### src/rtl/lpt_pkg.sv
package lpt_pkg;
  localparam int BYTE_W = 8;
  localparam int ADDR_W = 3;
  localparam int CTL_W  = 6;

  localparam logic [ADDR_W-1:0] OFS_DATA = 3'd0;
  localparam logic [ADDR_W-1:0] OFS_STAT = 3'd1;
  localparam logic [ADDR_W-1:0] OFS_CTRL = 3'd2;

  localparam int ST_BUSY   = 7;
  localparam int ST_ACK    = 6;
  localparam int ST_PAPER  = 5;
  localparam int ST_ONLINE = 4;
  localparam int ST_ERROR  = 3;
  localparam int ST_TMO    = 0;

  localparam int CT_DIR  = 5;
  localparam int CT_IEN  = 4;
  localparam int CT_SEL  = 3;
  localparam int CT_INIT = 2;
  localparam int CT_ALF  = 1;
  localparam int CT_STB  = 0;

  localparam logic [CTL_W-1:0]  CTL_RST  = 6'h0C;
  localparam logic [BYTE_W-1:0] IDLE_RD  = 8'hFF;

  typedef struct packed {
    logic wr_data;
    logic wr_ctrl;
    logic rd_data;
    logic rd_stat;
    logic rd_ctrl;
    logic rd_unused;
  } lpt_hit_t;

  typedef struct packed {
    logic busy;
    logic ack;
    logic online;
    logic error;
    logic tmo;
  } lpt_stat_t;

  function automatic logic [BYTE_W-1:0] pack_status(lpt_stat_t s, logic paper);
    logic [BYTE_W-1:0] v;
    v            = '0;
    v[ST_BUSY]   = s.busy;
    v[ST_ACK]    = s.ack;
    v[ST_PAPER]  = paper;
    v[ST_ONLINE] = s.online;
    v[ST_ERROR]  = s.error;
    v[ST_TMO]    = s.tmo;
    return v;
  endfunction
endpackage

### src/rtl/lpt_rst_sync.sv
module lpt_rst_sync #(
  parameter int STAGES = 2
) (
  input  logic clk,
  input  logic rst_n_in,
  output logic rst_n_out
);
  localparam int NS = (STAGES < 2) ? 2 : STAGES;

  logic [NS-1:0] sync_q;
  logic [NS-1:0] sync_d;

  always_comb begin
    sync_d = {sync_q[NS-2:0], 1'b1};
  end

  always_ff @(posedge clk or negedge rst_n_in) begin
    if (!rst_n_in) begin
      sync_q <= '0;
    end else begin
      sync_q <= sync_d;
    end
  end

  assign rst_n_out = sync_q[NS-1];
endmodule

### src/rtl/lpt_reg_decode.sv
module lpt_reg_decode
  import lpt_pkg::*;
#(
  parameter int AW = ADDR_W
) (
  input  logic          sel,
  input  logic          we,
  input  logic [AW-1:0] addr,
  output lpt_hit_t      hit
);
  logic is_data, is_stat, is_ctrl;

  always_comb begin
    is_data = (addr == AW'(OFS_DATA));
    is_stat = (addr == AW'(OFS_STAT));
    is_ctrl = (addr == AW'(OFS_CTRL));

    hit           = '0;
    hit.wr_data   = sel &  we & is_data;
    hit.wr_ctrl   = sel &  we & is_ctrl;
    hit.rd_data   = sel & ~we & is_data;
    hit.rd_stat   = sel & ~we & is_stat;
    hit.rd_ctrl   = sel & ~we & is_ctrl;
    hit.rd_unused = sel & ~we & ~(is_data | is_stat | is_ctrl);
  end
endmodule

### src/rtl/lpt_printer_seq.sv
module lpt_printer_seq
  import lpt_pkg::*;
#(
  parameter int DW = BYTE_W,
  parameter int CW = CTL_W
) (
  input  logic          clk,
  input  logic          rst_n,
  input  logic          ctrl_wr,
  input  logic [DW-1:0] wdata,
  input  logic [CW-1:0] ctl_q,
  input  logic [DW-1:0] data_q,
  input  logic          rd_stat,
  output lpt_stat_t     stat_q,
  output logic [DW-1:0] byte_q,
  output logic          valid_q,
  output logic          ack_fall
);
  lpt_stat_t     stat_d;
  logic [DW-1:0] byte_d;
  logic          valid_d;
  logic          stat_en;
  logic          byte_en;
  logic          poll_ok;
  logic          init_req;
  logic          strobe_req;

  always_comb begin
    init_req   = ctrl_wr & ~wdata[CT_INIT];
    strobe_req = ctrl_wr &  wdata[CT_INIT] & wdata[CT_SEL] & wdata[CT_STB];
    poll_ok    = ~ctrl_wr & rd_stat & ~stat_q.busy & ~ctl_q[CT_STB];

    stat_d   = stat_q;
    byte_d   = byte_q;
    valid_d  = 1'b0;
    ack_fall = 1'b0;
    stat_en  = 1'b0;
    byte_en  = 1'b0;

    if (init_req) begin
      stat_en       = 1'b1;
      stat_d.busy   = 1'b1;
      stat_d.ack    = 1'b1;
      stat_d.online = 1'b1;
      stat_d.error  = 1'b1;
      stat_d.tmo    = 1'b0;
    end else if (strobe_req) begin
      stat_en     = 1'b1;
      stat_d.busy = 1'b0;
      if (!ctl_q[CT_STB]) begin
        valid_d = 1'b1;
        byte_en = 1'b1;
        byte_d  = data_q;
      end
    end else if (poll_ok) begin
      stat_en = 1'b1;
      if (stat_q.ack) begin
        stat_d.ack = 1'b0;
        ack_fall   = 1'b1;
      end else begin
        stat_d.ack  = 1'b1;
        stat_d.busy = 1'b1;
      end
    end
  end

  always_ff @(posedge clk or negedge rst_n) begin
    if (!rst_n) begin
      stat_q.busy   <= 1'b1;
      stat_q.ack    <= 1'b1;
      stat_q.online <= 1'b1;
      stat_q.error  <= 1'b1;
      stat_q.tmo    <= 1'b1;
    end else if (stat_en) begin
      stat_q <= stat_d;
    end
  end

  always_ff @(posedge clk or negedge rst_n) begin
    if (!rst_n) begin
      byte_q <= '0;
    end else if (byte_en) begin
      byte_q <= byte_d;
    end
  end

  always_ff @(posedge clk or negedge rst_n) begin
    if (!rst_n) begin
      valid_q <= 1'b0;
    end else begin
      valid_q <= valid_d;
    end
  end

  AST_INIT_FORCES_STATUS: assert property (@(posedge clk) disable iff (!rst_n)
    (ctrl_wr && !wdata[CT_INIT]) |=> (stat_q.busy && stat_q.ack && stat_q.online && stat_q.error && !stat_q.tmo));
  AST_STROBE_DROPS_BUSY: assert property (@(posedge clk) disable iff (!rst_n)
    (ctrl_wr && wdata[CT_INIT] && wdata[CT_SEL] && wdata[CT_STB]) |=> !stat_q.busy);
  AST_EMIT_ON_RISE: assert property (@(posedge clk) disable iff (!rst_n)
    (ctrl_wr && wdata[CT_INIT] && wdata[CT_SEL] && wdata[CT_STB] && !ctl_q[CT_STB]) |=> (valid_q && byte_q == $past(data_q)));
  AST_VALID_ONE_CYCLE: assert property (@(posedge clk) disable iff (!rst_n)
    valid_q |=> !valid_q);
  AST_NO_EMIT_WITHOUT_SEL: assert property (@(posedge clk) disable iff (!rst_n)
    (ctrl_wr && !wdata[CT_SEL]) |=> !valid_q);
  AST_ACK_FALL_FROM_POLL: assert property (@(posedge clk) disable iff (!rst_n)
    $fell(stat_q.ack) |-> $past(rd_stat));
  AST_BUSY_POLL_FROZEN: assert property (@(posedge clk) disable iff (!rst_n)
    (rd_stat && !ctrl_wr && (stat_q.busy || ctl_q[CT_STB])) |=> $stable(stat_q));
endmodule

### src/rtl/lpt_irq_gen.sv
module lpt_irq_gen (
  input  logic clk,
  input  logic rst_n,
  input  logic ack_fall,
  input  logic ien_q,
  input  logic ien_d,
  input  logic rd_stat,
  output logic irq_q
);
  logic irq_d;

  always_comb begin
    irq_d = irq_q;
    if (ack_fall && ien_q) begin
      irq_d = 1'b1;
    end else if (rd_stat || !ien_d) begin
      irq_d = 1'b0;
    end
  end

  always_ff @(posedge clk or negedge rst_n) begin
    if (!rst_n) begin
      irq_q <= 1'b0;
    end else begin
      irq_q <= irq_d;
    end
  end

  AST_IRQ_NEEDS_ENABLE: assert property (@(posedge clk) disable iff (!rst_n)
    irq_q |-> ien_q);
  AST_IRQ_RAISE: assert property (@(posedge clk) disable iff (!rst_n)
    (ack_fall && ien_q) |=> irq_q);
  AST_IRQ_READ_CLEARS: assert property (@(posedge clk) disable iff (!rst_n)
    (rd_stat && !ack_fall) |=> !irq_q);
endmodule

### src/rtl/lpt_port_ctrl.sv
module lpt_port_ctrl
  import lpt_pkg::*;
#(
  parameter int DW          = BYTE_W,
  parameter int AW          = ADDR_W,
  parameter int SYNC_STAGES = 2
) (
  input  logic          clk,
  input  logic          rst_n,
  input  logic          bus_sel,
  input  logic          bus_we,
  input  logic [AW-1:0] bus_addr,
  input  logic [DW-1:0] bus_wdata,
  output logic [DW-1:0] bus_rdata,
  input  logic [DW-1:0] pin_din,
  output logic [DW-1:0] pin_dout,
  output logic          pin_dout_en,
  output logic [3:0]    pin_ctl,
  input  logic          paper_out_in,
  output logic [DW-1:0] prn_byte,
  output logic          prn_valid,
  output logic          irq
);
  localparam int CW = CTL_W;

  logic          rst_n_s;
  lpt_hit_t      hit;
  logic [DW-1:0] data_q, data_d;
  logic [DW-1:0] din_q, din_d;
  logic [CW-1:0] ctl_q, ctl_d;
  logic          data_en, din_en, ctl_en;
  lpt_stat_t     stat_q;
  logic          ack_fall;

  lpt_rst_sync #(.STAGES(SYNC_STAGES)) u_rst_sync (
    .clk       (clk),
    .rst_n_in  (rst_n),
    .rst_n_out (rst_n_s)
  );

  lpt_reg_decode #(.AW(AW)) u_decode (
    .sel  (bus_sel),
    .we   (bus_we),
    .addr (bus_addr),
    .hit  (hit)
  );

  always_comb begin
    data_en = hit.wr_data;
    data_d  = bus_wdata;
    ctl_en  = hit.wr_ctrl;
    ctl_d   = ctl_en ? bus_wdata[CW-1:0] : ctl_q;
    din_en  = ctl_q[CT_DIR];
    din_d   = pin_din;
  end

  always_ff @(posedge clk or negedge rst_n_s) begin
    if (!rst_n_s) begin
      data_q <= '0;
    end else if (data_en) begin
      data_q <= data_d;
    end
  end

  always_ff @(posedge clk or negedge rst_n_s) begin
    if (!rst_n_s) begin
      ctl_q <= CTL_RST;
    end else if (ctl_en) begin
      ctl_q <= ctl_d;
    end
  end

  always_ff @(posedge clk or negedge rst_n_s) begin
    if (!rst_n_s) begin
      din_q <= '0;
    end else if (din_en) begin
      din_q <= din_d;
    end
  end

  lpt_printer_seq #(.DW(DW), .CW(CW)) u_printer (
    .clk      (clk),
    .rst_n    (rst_n_s),
    .ctrl_wr  (hit.wr_ctrl),
    .wdata    (bus_wdata),
    .ctl_q    (ctl_q),
    .data_q   (data_q),
    .rd_stat  (hit.rd_stat),
    .stat_q   (stat_q),
    .byte_q   (prn_byte),
    .valid_q  (prn_valid),
    .ack_fall (ack_fall)
  );

  lpt_irq_gen u_irq (
    .clk      (clk),
    .rst_n    (rst_n_s),
    .ack_fall (ack_fall),
    .ien_q    (ctl_q[CT_IEN]),
    .ien_d    (ctl_d[CT_IEN]),
    .rd_stat  (hit.rd_stat),
    .irq_q    (irq)
  );

  always_comb begin
    bus_rdata = '0;
    unique case (1'b1)
      hit.rd_data:   bus_rdata = ctl_q[CT_DIR] ? din_q : data_q;
      hit.rd_stat:   bus_rdata = pack_status(stat_q, paper_out_in);
      hit.rd_ctrl:   bus_rdata = {{(DW-CW){1'b0}}, ctl_q};
      hit.rd_unused: bus_rdata = IDLE_RD;
      default:       bus_rdata = '0;
    endcase
  end

  assign pin_dout    = data_q;
  assign pin_dout_en = ~ctl_q[CT_DIR];
  assign pin_ctl     = ctl_q[3:0];

  AST_CTL_ONLY_BY_OFS2: assert property (@(posedge clk) disable iff (!rst_n_s)
    !hit.wr_ctrl |=> $stable(ctl_q));
  AST_DATA_ONLY_BY_OFS0: assert property (@(posedge clk) disable iff (!rst_n_s)
    !hit.wr_data |=> $stable(data_q));
  AST_DATA_WRITE_LANDS: assert property (@(posedge clk) disable iff (!rst_n_s)
    hit.wr_data |=> (pin_dout == $past(bus_wdata)));
endmodule

### config.mk
export PLATFORM = sky130hd
export DESIGN_NAME = lpt_port_ctrl
export DESIGN_NICKNAME = d
export VERILOG_FILES = /design/src/rtl/lpt_pkg.sv /design/src/rtl/lpt_rst_sync.sv /design/src/rtl/lpt_reg_decode.sv /design/src/rtl/lpt_printer_seq.sv /design/src/rtl/lpt_irq_gen.sv /design/src/rtl/lpt_port_ctrl.sv
export SDC_FILE = /design/constraint.sdc
export NUM_CORES = 1
export LEC_CHECK = 0
export ABC_AREA = 1
export BUFFER_PORTS_ARGS = -buffer_cell sky130_fd_sc_hd__buf_2
export CORE_MARGIN = 10
export CORE_UTILIZATION = 45
export CTS_CLUSTER_DIAMETER = 60
export CTS_CLUSTER_SIZE = 30
export DETAILED_ROUTE_END_ITERATION = 16
export PLACE_DENSITY = 0.78
export SETUP_SLACK_MARGIN = 0.3
export SLEW_MARGIN = 5
export SYNTH_ARGS = -nofsm -noshare
export SYNTH_HDL_FRONTEND = slang
export SYNTH_SLANG_ARGS = --single-unit
### constraint.sdc
create_clock -name clk -period 1.08 [get_ports clk]
set_input_delay 0.216 -clock clk [delete_from_list [all_inputs] [get_ports clk]]
set_output_delay 0.216 -clock clk [all_outputs]
set_load 0.005 [all_outputs]
==> impl_metrics.yaml, run 1 <==
worst_hold_path:
  hold_class: "in2reg"
  hp-start: "pin_din[2]"
setup_path:
  critical_path.cell_chain: "buf_6, o211ai_1, nand3_1, buf_2"
  crit_type: "reg2out"
  path_max_fanout: 10
  critical-path-slowest-cell: "dfrtp_1"
  slowest_delay_ps: 420
  r2r-start: "ctl_q[5]"
  cp.required_ps: 860
  crit_buf_inv: 2
  cp.arrival_ps: 1300
  startpoint: "ctl_q[5]"
  cp-start-kind: "flip-flop"
  end_kind: "output port"
  critPathTopFamily: "flip-flops"
cells_and_area:
  syn2layout_area_growth_pct: 58.1
  final_area_um2: 2860
  nNetsFinal: 333
  nFillCells: 260
  antenna_cells: 0
  drive_gt1_frac: 0.539
synthesis:
  syn_inst: 209
  seq_area_frac_synth: 0.515
  synth.most_common_cell: "nand2_1"
  yosysUniqueCellTypes: 29
  synth_edf_count: 0
  syn_avg_cell_area_um2: 8.66
  synth_top_area_cell: "dfrtp_1"
  ys_top_cells_by_area: "dfrtp_1, nand2_1, dfstp_2"
  yosys_warnings: 0
  async_reset_ff_frac: 1.00
  syn_area_um2: 1810
  syn_nets: 233
  synth-seq-cells: 37
  synth_top_area_frac: 0.442
  synth_top_flop_cell: "dfrtp_1"
  netlist_top_cells_count: "nand2_1, dfrtp_1, o21ai_0, inv_1, nand4_1"
status:
  outcome: "complete, but fails checks"
  violations: "negative setup slack"
clock_network:
  cts_buffers: 5
  clkSinkCount: 37
  cts_buffer_depth: 2
  clock_latency_ps: 300
  root_buffer: "clkbuf_8"
  clk_pin_slew_ps: 70
  tritoncts: "built"
  htreeDepth: 2
timing:
  finalCriticalPeriod_ps: 1520
  setup_violations: 22
  hold_viol: 0
  fin_ws_ps: -441
  fmax_ghz: 0.658
  tns_ps: -4420
  rsz0062_at_grt: "yes"
  fin_crit_sh: 1.41
  maxSlewViolCount: 0
  skew_ps: 7.49
  holdWs_ps: 119
floorplan:
  die_h_um: 83.4
  core_um2: 3770
  start_util: 0.480
  die_x_um: 83.4
  ioPinCount: 55
  num_rows: 22
  dieArea_um2: 6960
pwr:
  vdd.ir_drop.worst_mv: 1.08
  pwr_density_cell_nw_per_um2: 1520
  p_total_mw: 4.35
  p_leak_nw: 1.50
drt:
  detailroute.via_count: 1853
  ant_nets: 0
  dr.first_iter.drc_count: 145
  viasPerCell: 5.18
  wire_per_inst_um: 16.4
  wl_mm: 5.89
  drc: 0
  first_pass_iters: 4
grt:
  grt_pass1_wl_mm: 9.05
  antenna_found_initial: 0
  grt-ovfl-total: 0
  track_usage: 0.157
  grt_start_max_net_pins: 22
  grt_pass1_vias: 1796
place:
  place_area_um2: 2310
  portBuffers: 54
  dp_hpwl_mm: 3.83
  gp_congestion: 0.831
run:
  drv_cap: 0
[cell families after synthesis]
group,count (synthesis),share of synthesized area
and+or+nand+nor,104,0.301
AOI/OAI and AO/OA,34,0.104
buffers and inverters,33,0.0781
DFF,37,0.515
other,1,0.00207
[power breakdown]
part | internal, mW | switching (mW)
registers | 1.69 | 0.205
clock network | 0.447 | 0.486
logic | 0.780 | 0.745
[cells in the final DEF (no fill, tap or decap), types with 4 or more instances in the layout]
master	netlist	final
inv_2	3	4
clkbuf_8	0	5
nor2_4	3	4
buf_2	2	44
o21ai_2	1	10
buf_4	4	19
nand2_1	71	51
buf_6	0	30
nand3_1	6	6
inv_1	20	18
o21ai_0	23	4
dfstp_2	5	5
dfrtp_1	32	29
nand2_2	2	20
nand4_1	11	11
o21ai_1	2	11
[metal layers]
layer | track usage | vias up | wire (um)
li1 | - | 886 | -
met1 | 0.188 | 901 | 2330
met2 | 0.264 | 51 | 3090
met3 | 0.0420 | 15 | 299
met4 | 0.0530 | 0 | 160
met5 | 0 | - | 0
[registers in the layout, summed over array words and instances (netlist names)]
signal,cells
din_q,8
pin_dout,8
u_printer.byte_q,8
ctl_q,6
u_printer.stat_q,3
u_rst_sync.sync_q,2
u_irq.irq_q,1
u_printer.valid_q,1
[final cells by class]
| cell class | count | area [um^2] | share of cell area |
|---|---|---|---|
| Inverter | 25 | 101 | 0.0354 |
| Sequential cell | 37 | 936 | 0.327 |
| Timing Repair Buffer | 98 | 781 | 0.273 |
| Tap cell | 48 | 60.1 | 0.0210 |
| Multi-Input combinational cell | 142 | 901 | 0.315 |
| Clock inverter | 2 | 10.0 | 0.00350 |
| Clock buffer | 6 | 72.6 | 0.0254 |
[timing repair]
action | CTS | global route
endpoints found under the hold margin | 2 | 0
hold buffers | 1 | 0
buffers inserted | 10 | 8
gates cloned | 2 | 1
pin swaps | 22 | 27
resized for setup | 49 | 40
setup endpoints to repair | 64 | 66
[per-stage QoR]
| stage | cells | setup slack, ps | utilization |
|---|---|---|---|
| after global routing | 358 | -502 | 0.759 |
| after floorplan | 209 | -24.8 | - |
| final | 358 | -441 | 0.759 |
| after detailed placement | 328 | -249 | 0.613 |
| after global placement | 328 | -246 | 0.613 |
| after CTS | 349 | -426 | 0.707 |
[worst paths after layout]
check                               end  slack [ps]  cells after the start
min in group asynchronous   pin_dout[4]         170                      0
setup / recovery           bus_rdata[6]        -440                      4
hold / removal                 din_q[2]         120                      3
hold reg to reg             pin_dout[4]         170                      0
max in group asynchronous   pin_dout[6]         470                      1
setup reg to reg               din_q[1]         -70                      6
[worst register-to-register path, stage by stage, from the launching register on]
cell     delay [ps]
dfrtp_1         420
buf_6           170
buf_6           120
buf_6           110
buf_6           120
nand2_2          50
o21ai_1          60
No activity file was read; power rests on OpenSTA's default activity.
==> run 2, diff against run 1 <==
Settings changed: CORE_UTILIZATION 45 to 46, PLACE_DENSITY 0.78 to 0.8.
==> run 2 against run 1 <==
  * The flow still finishes with violations (negative setup slack)
  * Clock skew up 4.5 ps
  * Flip-flop and latch count unchanged
  * Clock power is 37% higher
  * Count of clock-buffer cells in the layout grew 1
  * Critical path depth grew 1
  * Sequential power is essentially flat
  * First-iteration DRC count grew 90%
  * Non-clock buffer count up 14
  * Utilization up 4.5 points
  * Global-route usage increased by 3.7 points
  * Worst setup slack got worse by 160 ps
  * Critical endpoint is now bus_rdata[1]
==> impl_metrics.yaml, run 2 (synthesized netlist as in run 1, its figures left out) <==
cells_and_area:
  syn2layout_area_growth_pct: 66.1
  final_cell_mix: "nand2_1, buf_2, buf_6"
  antenna_cells: 0
  nFillCells: 223
  drive_gt1_frac: 0.556
  nNetsFinal: 347
  fin_cells: 372
  utilization: 0.803
  mostFrequentLayoutCell: "nand2_1"
place:
  pre_cts_ws_ps: -270
  gp_congestion: 0.851
  place_inst: 330
  portBuffers: 54
  dp_hpwl_mm: 3.81
drt:
  dr.first_iter.drc_count: 275
  viasPerCell: 5.66
  first_pass_iters: 6
  ant_nets: 0
  wl_mm: 7.36
  detailroute.via_count: 2106
  drc: 0
  wire_per_inst_um: 19.8
floorplan:
  die_x_um: 82.7
  core_um2: 3740
  die_h_um: 82.7
  num_rows: 22
  start_util: 0.484
  ioPinCount: 55
  dieArea_um2: 6850
pwr:
  pwr_density_cell_nw_per_um2: 1600
  seq_power_share: 0.391
  p_comb_frac: 0.343
  vdd.ir_drop.worst_mv: 1.11
  power.internal_mw: 3.24
  power_frac_clock: 0.265
  power_switching_mw: 1.58
  p_leak_nw: 1.59
  p_sw_frac: 0.328
timing:
  maxSlewViolCount: 0
  skew_ps: 12.0
  hold_viol: 0
  rsz0062_at_grt: "yes"
  fin_crit_sh: 1.55
  setup_violations: 50
  fin_ws_ps: -598
  tns_ps: -10670
  finalCriticalPeriod_ps: 1680
  holdWs_ps: 115
  fmax_ghz: 0.596
grt:
  track_usage: 0.193
  grt_start_max_net_pins: 14
  antenna_found_initial: 0
  grt_pass1_vias: 1978
  grt-ovfl-total: 0
  grt_pass1_wl_mm: 9.92
setup_path:
  cp.required_ps: 860
  path_max_fanout: 13
  end_kind: "output port"
  critical_path.cell_chain: "clkinv_4, o21ai_0, nand2_1, nand3_1, buf_2"
  crit_type: "reg2out"
  cp.arrival_ps: 1460
  slowest_delay_ps: 430
  cp-start-kind: "flip-flop"
  critical-path-slowest-cell: "dfrtp_1"
clock_network:
  clkSinkCount: 37
  cts_buffers: 5
  htreeDepth: 2
  cts_buffer_depth: 2
  tritoncts: "built"
  clk_pin_slew_ps: 80
  clock_latency_ps: 300
  root_buffer: "clkbuf_8"
run:
  drv_cap: 0
status:
  outcome: "complete, but fails checks"
  violations: "negative setup slack"
worst_hold_path:
  hold_class: "reg2async"
==> run 2: changes by cell type in the layout (fill, tap and decap cells not counted), sizes merged <==
cell	previous run	this run
buf	97	111
clkbuf	6	7
bufinv	0	1
clkinv	4	3
inv	23	22
==> run 2: cell type report <==
cell class	instances	area [um^2]	share of cell area
flip-flops and latches	37	935	0.311
well taps	48	60.1	0.0200
multi-input cells	142	907	0.302
clock buffers	7	86.3	0.0287
inverters	25	104	0.0345
clock inverters	1	30.0	0.00998
repair buffers	112	886	0.295
==> run 2: worst paths after layout <==
check,startpoint,to,slack (ps),cells after the start
max reg2reg,ctl_q[5],din_q[4],-100,6
max,ctl_q[5],bus_rdata[1],-600,5
min,u_rst_sync.sync_q[1],pin_dout[6],120,0
min reg2reg,u_rst_sync.sync_q[1],pin_dout[6],120,0
max in group asynchronous,u_rst_sync.sync_q[1],pin_dout[5],490,1
min in group clk,pin_din[4],din_q[4],120,3
==> run 2: timing repair <==
action | CTS | global route
gates resized for setup | 53 | 41
pin swaps | 8 | 19
hold buffers | 1 | 0
hold endpoints to repair | 2 | 0
setup endpoints to repair | 64 | 66
setup buffers | 16 | 14
cloned | 3 | 0
==> run 2: stage by stage <==
stage,instance area (um^2),power [mW]
detailed placement,2300,2.88
global route,3010,5.00
floorplan,1840,2.42
finish,3010,4.81
CTS,2760,4.43
global placement,2300,2.85
==> run 2: power by group through the flow <==
stage                     Sequential (mW)  Clock [mW]  Combinational [mW]
after floorplan                      1.88           0               0.539
after global placement               1.86           0               0.991
after detailed placement             1.87           0                1.01
after CTS                            1.86        1.25                1.32
after global routing                 1.91        1.33                1.76
final                                1.88        1.28                1.65
==> run 2: routing by layer <==
layer  global-route usage  routed length, um
met1                0.216               2480
met2                0.326               3780
met3               0.0616                687
met4               0.0936                402
met5                    0                  0
==> run 2: critical path, delay by kind of cell (launching register included) <==
family | cells | cell delay [ps]
flops | 1 | 430
simple gates | 2 | 200
compound gates | 1 | 280
buf+inv | 2 | 250
